## config.mk

```make
export PLATFORM = sky130hd
export DESIGN_NAME = lin_autobaud
export DESIGN_NICKNAME = d
export VERILOG_FILES = /design/src/rtl/lin_autobaud_pkg.sv /design/src/rtl/lab_bit_timer.sv /design/src/rtl/lab_sync_meter.sv /design/src/rtl/lin_autobaud.sv
export SDC_FILE = /design/constraint.sdc
export NUM_CORES = 1
export LEC_CHECK = 0
export BUFFER_PORTS_ARGS = -buffer_cell sky130_fd_sc_hd__clkbuf_2
export CORE_MARGIN = 1
export CORE_UTILIZATION = 35
export CTS_CLUSTER_DIAMETER = 40
export CTS_CLUSTER_SIZE = 24
export DETAILED_ROUTE_END_ITERATION = 12
export PLACE_DENSITY_LB_ADDON = 0.05
export SYNTH_ARGS = -nofsm -noshare
export SYNTH_HDL_FRONTEND = slang
export SYNTH_HIERARCHICAL = 1
export SYNTH_SLANG_ARGS = --single-unit
```

## constraint.sdc

```tcl
create_clock -name clk -period 2.65 [get_ports clk]
set_input_delay 0.265 -clock clk [delete_from_list [all_inputs] [get_ports clk]]
set_output_delay 0.265 -clock clk [all_outputs]
set_load 0.01 [all_outputs]
```

## src/rtl/lin_autobaud_pkg.sv

```systemverilog
package lin_autobaud_pkg;
    typedef enum logic [2:0] {
        ST_WAIT_HI,
        ST_IDLE,
        ST_BREAK,
        ST_DELIM,
        ST_SYNC,
        ST_STOP
    } lab_state_e;
endpackage

```

## src/rtl/lab_bit_timer.sv

```systemverilog
// Counts whole bit times of a programmable period; the start cycle counts as the first clock.
module lab_bit_timer #(
    parameter int PER_W = 13,
    parameter int BIT_W = 5
) (
    input  logic             clk,
    input  logic             rst_n,
    input  logic             start,
    input  logic             run,
    input  logic [PER_W-1:0] period,
    output logic [BIT_W-1:0] bits
);
    localparam logic [BIT_W-1:0] BITS_TOP = '1;

    logic [PER_W-1:0] tmr;

    always_ff @(posedge clk or negedge rst_n) begin
        if (!rst_n) begin
            tmr  <= '0;
            bits <= '0;
        end else if (start) begin
            tmr  <= PER_W'(1);
            bits <= '0;
        end else if (run) begin
            if (tmr >= period - 1'b1) begin
                tmr <= '0;
                if (bits != BITS_TOP) begin
                    bits <= bits + 1'b1;
                end
            end else begin
                tmr <= tmr + 1'b1;
            end
        end
    end
endmodule

```

## src/rtl/lab_sync_meter.sv

```systemverilog
// Saturating clock counter plus falling-edge counter for the 0x55 sync character.
module lab_sync_meter #(
    parameter int CNT_W = 15
) (
    input  logic             clk,
    input  logic             rst_n,
    input  logic             start,
    input  logic             run,
    input  logic             rx_fall,
    output logic [CNT_W-1:0] meas,
    output logic             last_edge,
    output logic             sat
);
    // falling edges after the first one in a framed 0x55
    localparam int FALLS = 4;
    localparam int EDG_W = $clog2(FALLS + 1);

    logic [CNT_W-1:0] cnt;
    logic [EDG_W-1:0] edges;

    assign sat       = (cnt == {CNT_W{1'b1}});
    assign last_edge = run && rx_fall && (edges == EDG_W'(FALLS - 1));

    always_ff @(posedge clk or negedge rst_n) begin
        if (!rst_n) begin
            cnt   <= '0;
            edges <= '0;
            meas  <= '0;
        end else if (start) begin
            cnt   <= CNT_W'(1);
            edges <= '0;
        end else if (run) begin
            if (!sat) begin
                cnt <= cnt + 1'b1;
            end
            if (rx_fall && edges != EDG_W'(FALLS)) begin
                edges <= edges + 1'b1;
            end
            if (last_edge) begin
                meas <= cnt;
            end
        end
    end
endmodule

```

## src/rtl/lin_autobaud.sv

```systemverilog
module lin_autobaud
    import lin_autobaud_pkg::*;
#(
    parameter  int CNT_W   = 15,
    parameter  int BRK_MIN = 11,
    parameter  int BRK_MAX = 22,
    parameter  int DLM_MAX = 8,
    localparam int PER_W   = CNT_W - 2
) (
    input  logic             clk,
    input  logic             rst_n,
    input  logic             rx_in,
    input  logic [PER_W-1:0] bit_ref,
    input  logic             meas_en,
    input  logic             dormant,
    input  logic             char_done,
    output logic             brk_det,
    output logic [PER_W-1:0] bit_period,
    output logic             brk_to_err,
    output logic             sync_to_err,
    output logic             hdr_done,
    output logic             tx_inhibit,
    output logic             rx_accept
);
    localparam int BIT_W = $clog2(((BRK_MAX > DLM_MAX) ? BRK_MAX : DLM_MAX) + 1);

    lab_state_e state, nxt;
    logic             rx_q;
    logic             rx_fall;
    logic [BIT_W-1:0] bits;
    logic             bt_start, bt_run;
    logic             sm_start, sm_run;
    logic [CNT_W-1:0] meas;
    logic             last_edge, sat;
    logic [CNT_W:0]   rnd_sum;
    logic             armed;

    always_ff @(posedge clk or negedge rst_n) begin
        if (!rst_n) rx_q <= 1'b1;
        else        rx_q <= rx_in;
    end
    assign rx_fall = rx_q && !rx_in;

    // state register
    always_ff @(posedge clk or negedge rst_n) begin
        if (!rst_n) state <= ST_WAIT_HI;
        else        state <= nxt;
    end

    // next state
    always_comb begin
        nxt = state;
        unique case (state)
            ST_WAIT_HI: if (rx_in) nxt = ST_IDLE;
            ST_IDLE:    if (!rx_in) nxt = ST_BREAK;
            ST_BREAK: begin
                if (bits >= BIT_W'(BRK_MAX))      nxt = ST_WAIT_HI;
                else if (rx_in)                   nxt = (bits >= BIT_W'(BRK_MIN)) ? ST_DELIM : ST_IDLE;
            end
            ST_DELIM: begin
                if (!rx_in)                       nxt = ST_SYNC;
                else if (bits >= BIT_W'(DLM_MAX)) nxt = ST_IDLE;
            end
            ST_SYNC: begin
                if (sat)            nxt = ST_WAIT_HI;
                else if (last_edge) nxt = ST_STOP;
            end
            ST_STOP: begin
                if (sat)        nxt = ST_WAIT_HI;
                else if (rx_in) nxt = ST_IDLE;
            end
            default: nxt = ST_WAIT_HI;
        endcase
    end

    assign bt_start = (state != nxt) && (nxt == ST_BREAK || nxt == ST_DELIM);
    assign bt_run   = (state == ST_BREAK) || (state == ST_DELIM);
    assign sm_start = (state == ST_DELIM) && (nxt == ST_SYNC);
    assign sm_run   = (state == ST_SYNC) || (state == ST_STOP);

    lab_bit_timer #(.PER_W(PER_W), .BIT_W(BIT_W)) u_bits (
        .clk    (clk),
        .rst_n  (rst_n),
        .start  (bt_start),
        .run    (bt_run),
        .period (bit_ref),
        .bits   (bits)
    );

    lab_sync_meter #(.CNT_W(CNT_W)) u_meter (
        .clk       (clk),
        .rst_n     (rst_n),
        .start     (sm_start),
        .run       (sm_run),
        .rx_fall   (rx_fall),
        .meas      (meas),
        .last_edge (last_edge),
        .sat       (sat)
    );

    // eight bit times measured: divide by eight with rounding
    assign rnd_sum = {1'b0, meas} + (CNT_W + 1)'(4);

    // outputs
    always_ff @(posedge clk or negedge rst_n) begin
        if (!rst_n) begin
            brk_det     <= 1'b0;
            brk_to_err  <= 1'b0;
            sync_to_err <= 1'b0;
            hdr_done    <= 1'b0;
            bit_period  <= '0;
            armed       <= 1'b0;
        end else begin
            hdr_done <= (state == ST_STOP) && (nxt == ST_IDLE);
            if (state == ST_IDLE && nxt == ST_BREAK) begin
                brk_det     <= 1'b0;
                brk_to_err  <= 1'b0;
                sync_to_err <= 1'b0;
            end
            if (state == ST_BREAK && nxt == ST_DELIM)   brk_det    <= 1'b1;
            if (state == ST_BREAK && nxt == ST_WAIT_HI) brk_to_err <= 1'b1;
            if ((state == ST_SYNC || state == ST_STOP) && nxt == ST_WAIT_HI) begin
                sync_to_err <= 1'b1;
            end
            if (state == ST_STOP && nxt == ST_IDLE) begin
                armed <= 1'b1;
                if (meas_en) bit_period <= rnd_sum[CNT_W:3];
            end else if (char_done) begin
                armed <= 1'b0;
            end
        end
    end

    assign tx_inhibit = (state == ST_BREAK) || (state == ST_DELIM) ||
                        (state == ST_SYNC)  || (state == ST_STOP);
    assign rx_accept  = !dormant || armed;
endmodule

```

; ---- Yosys cells after proc, flatten, opt, wreduce, memory -nomap -nowiden
; Cells that the tools add are included.
[word_totals]
ff_bits = 73
latchBits = 0
ram_bits = 0
romBits = 0
in_bits = 19
out_inout_bits = 19
mem_count = 0
[classes]
n_addsub = 6
mul = 0
n_div = 0
magnitude_cmp = 4
eq_ne = 15
n_shift = 0
mux = 30
bitwise_logic = 1
reduce_logical = 35
[ops]
columns = op, n
row1 = two-way mux 15 bit, 3
row2 = two-way mux 13 bit, 3
row3 = two-way mux 3 bit, 12
row4 = two-way mux 5 bit, 4
row5 = case mux 3 bit (6 select lines), 1
row6 = nonzero test 2 bit, 9
row7 = adder 15 x 3 -> 16 bit (second input constant), 1
row8 = adder 15 x 1 -> 15 bit (second input constant), 1
row9 = == test 15 bit (second input constant), 1
row10 = == test 3 x 2 -> 1 bit (second input constant), 5
row11 = adder 13 x 1 -> 13 bit (second input constant), 1
row12 = >= comparator 13 bit, 1
row13 = subtractor 13 x 1 -> 13 bit (second input constant), 1
row14 = logical AND 1 bit, 11
row15 = >= comparator 5 x 4 -> 1 bit (second input constant), 2
row16 = == test 3 bit (second input constant), 3
row17 = == test 3 x 1 -> 1 bit (second input constant), 2
row18 = logical NOT 3 bit, 2
row19 = logical OR 1 bit, 6
row20 = two-way mux 1 bit, 6
row21 = AND reduction 2 bit, 3
row22 = AND reduction 3 bit, 2
row23 = adder 5 x 1 -> 5 bit (second input constant), 1
row24 = >= comparator 5 bit (second input constant), 1
row25 = other kinds (8), 9

; ---- Longest topological paths before layout
[logic_depth]
depth_word = 12
ltp_mapped = 12
ltp_nobuf = 11

; ---- By module
; Netlist, hierarchy kept.
[by_module_without_submodules]
columns = module, instances, cells_per_inst, area_each_um2, seq_area_each_um2
row1 = lab_sync_meter, 1, 141, 1599.0, 825.8
row2 = lab_bit_timer, 1, 149, 1390.1, 450.4
row3 = lin_autobaud, 1, 134, 1252.5, 551.8

; ---- Least setup slack after synthesis
; Ideal clock, no wire load.
[synth_path]
path_type = input -> register
from = input port bit_ref[6]
to = register u_bits.bits[0]
setup_time_ns = 0.125
arrival_ns = 2.409
slack_ns = 0.116
cell_stages = 9
n_path_buf = 0
path_cell_list = or4_1 > nor4_1 > xnor2_1 > ha_1 > a21oi_1 > o21ai_0 > a211oi_4 > nor3_4 > mux2_4
[synth_via]
elab_chain_cells = 4
[synth_lines]
columns = element, line_no
row1 = start: declaration, lin_autobaud.sv:13  ; input logic [PER_W-1:0] bit_ref,
row2 = subtractor 13 x 1 -> 13 bit, lab_bit_timer.sv:25  ; if (tmr >= period - 1'b1) begin
row3 = >= comparator 13 bit, lab_bit_timer.sv:25
row4 = nonzero test 2 bit (no line), --
row5 = AND reduction 3 bit (no line), --
row6 = end signal: assignment, lab_bit_timer.sv:28  ; bits <= bits + 1'b1;
row7 = end: declaration, lab_bit_timer.sv:11  ; output logic [BIT_W-1:0] bits
; No other way between the ends.
; A chain may end at the register's enable or synchronous reset.

; ---- Worst setup path after layout
[layout_path]
from = input port bit_ref[6]
to = register u_bits.bits[3]
; Same word-level chain as after synthesis.

==> impl_metrics.yaml <==
outcome:
  run_status: "finished, violations left"
  violations: "DRC"
pwr:
  power_density_nw_per_um2: 763
  ir_worst_vdd_mv: 0.566
  leakagePower_nw: 2.35
  power_mw: 3.82
critical_path:
  crit_chain: "clkbuf_2, or4_1, nor4_1, xnor2_1, ha_1, nand2_1, o21ai_0, a211oi_4, buf_12, or3_1, a21oi_1"
  path_max_fanout: 8
  path_depth: 11
  worst-endpoint-required_ns: 2.91
  r2r_cells: 10
  crit_path_end_kind: "flop"
  crit_family: "simple AND/OR/NAND/NOR gates"
  critical_path.max_stage_delay_ns: 0.56
  critPathSlowestCell: "or4_1"
  start_kind: "input port"
  cp.arrival_ns: 2.70
  crit-reg2reg-launch: "u_bits/bits[3]"
  worst-r2r-setup-slack_ns: 0.25
  crit_path_start: "bit_ref[6]"
  cp-endpoint: "u_bits/bits[3]"
  path_buf_inv: 2
  path_class: "in -> reg"
  r2r_end: "u_bits/tmr[10]"
layout:
  final_nets: 525
  antenna_cells: 0
  drive_above_1_share_pct: 25.4
  final_cell_area_sq_um: 5000
  final_cells: 632
  area_delta_synth_final_pct: 20.0
  mostFrequentLayoutCell: "dfrtp_1"
  mostFrequentLayoutCells: "dfrtp_1 (70), nor2_1 (45), clkbuf_2 (36)"
sta:
  fin_crit_ns: 2.44
  rsz0062_at_grt: "no"
  max_freq_mhz: 410
  fin_crit_sh_pct: 92.0
  finalSetupTns_ns: 0
  tightest_slew_ns: 0.636
  slew_violations: 0
  slew_headroom_pct: 57.6
  fin_skew_ns: 0.00544
  finalSetupViolCount: 0
  hold_violations: 0
synthesis:
  netlist_area_sq_um: 4170
  synth_area_per_cell_sq_um: 9.93
  yosys_warnings: 6
  syn-num-nets: 461
  syn-instance-count: 420
grt:
  grtUsageMet1_pct: 21.7
  overflow: 0
  grt_max_degree: 72
  grt.total_usage_pct: 15.8
  grt_pass1_wl_microns: 15300
  antenna_found_initial: 0
  grt_pass1_vias: 3132
  use_met2_pct: 23.7
  busiest_layer: "met2"
  use_met3_pct: 4.37
cts:
  tritoncts: "done"
  cts-root-buf: "clkbuf_16"
  cts_buffer_depth: 2
  cts_buffers: 9
  clk_pin_slew_ns: 0.06
  post_cts_buffers: 0
  worstSkewPairLatency_ns: 0.34
  h-tree-depth: 3
  cts_sinks: 71
die:
  core_area_sq_um: 11500
  pin_count: 38
  fp.dieW_microns: 111
  rows: 39
  die_y_microns: 111
  design.die.area_sq_um: 12400
  start_util_pct: 36.2
drt:
  drtAntennaViolNets: 0
  routed_wl_microns: 8670
  drcViolationCount: 11
  vias: 3156
  firstDrtPassIters: 8
  vias_per_cell: 4.99
  drt-initial-drc-count: 175
  wl_per_cell_microns: 13.7
placed_design:
  placed_cell_area_sq_um: 4700
  hpwl_microns: 6370
  gp_congestion: 0.715
  dp_cells: 615
  io_buffers: 37
flow_run:
  drv_cap: 0
hold_path:
  hold_path.class: "in -> reg"
report_power, final:
part,total (mW),switching [mW],internal [mW]
logic,1.09,0.589,0.499
clock network,1.19,0.460,0.725
registers,1.55,0.220,1.33
final cells by class:
type	count	area, sq um
Tap cell	143	179
Fill cell	1128	6510
Multi-Input combinational cell	321	2250
Clock inverter	6	61.3
Timing Repair Buffer	68	458
Inverter	13	48.8
Clock buffer	10	229
Sequential cell	71	1780
metal layers:
| layer | routed length [microns] | vias up |
|---|---|---|
| met5 | 0 | - |
| met4 | 130 | 0 |
| met3 | 312 | 10 |
| met2 | 3760 | 40 |
| met1 | 4460 | 1492 |
| li1 | - | 1614 |
sequential cells by signal, indices dropped and copies added, names as in the netlist:
register / cells
brk_to_err: 1
hdr_done: 1
armed: 1
u_meter/edges: 3
u_bits/bits: 5
bit_period: 13
rx_q: 1
u_meter/meas: 13
brk_det: 1
state: 3
u_meter/cnt: 15
u_bits/tmr: 13
sync_to_err: 1
metrics by stage:
step / hold WS (ns) / utilization [%] / setup WS (ns)
finish: 0.136 / 43.4 / 0.211
detailed placement: 0.328 / 40.8 / -0.135
global placement: 0.330 / 40.8 / -0.0980
floorplan: -0.0306 / - / 0.116
CTS: 0.129 / 43.4 / 0.108
global route: 0.137 / 43.4 / 0.00851
worst min-delay path by stage:
stage / cells past startpoint / end / startpoint
final: 2 / armed / char_done
after CTS: 2 / armed / char_done
after global placement: 2 / u_bits/tmr[12] / rst_n
after detailed placement: 2 / u_bits/tmr[12] / rst_n
after floorplan: 0 / armed / rst_n
after global routing: 2 / armed / char_done
what timing repair did:
item,4_1_cts,5_1_grt
hold endpoints to repair,70,0
resized for setup,0,2
setup endpoints to repair,0,4
hold buffers,1,0
Note: power is estimated with default switching activity, not from simulation.
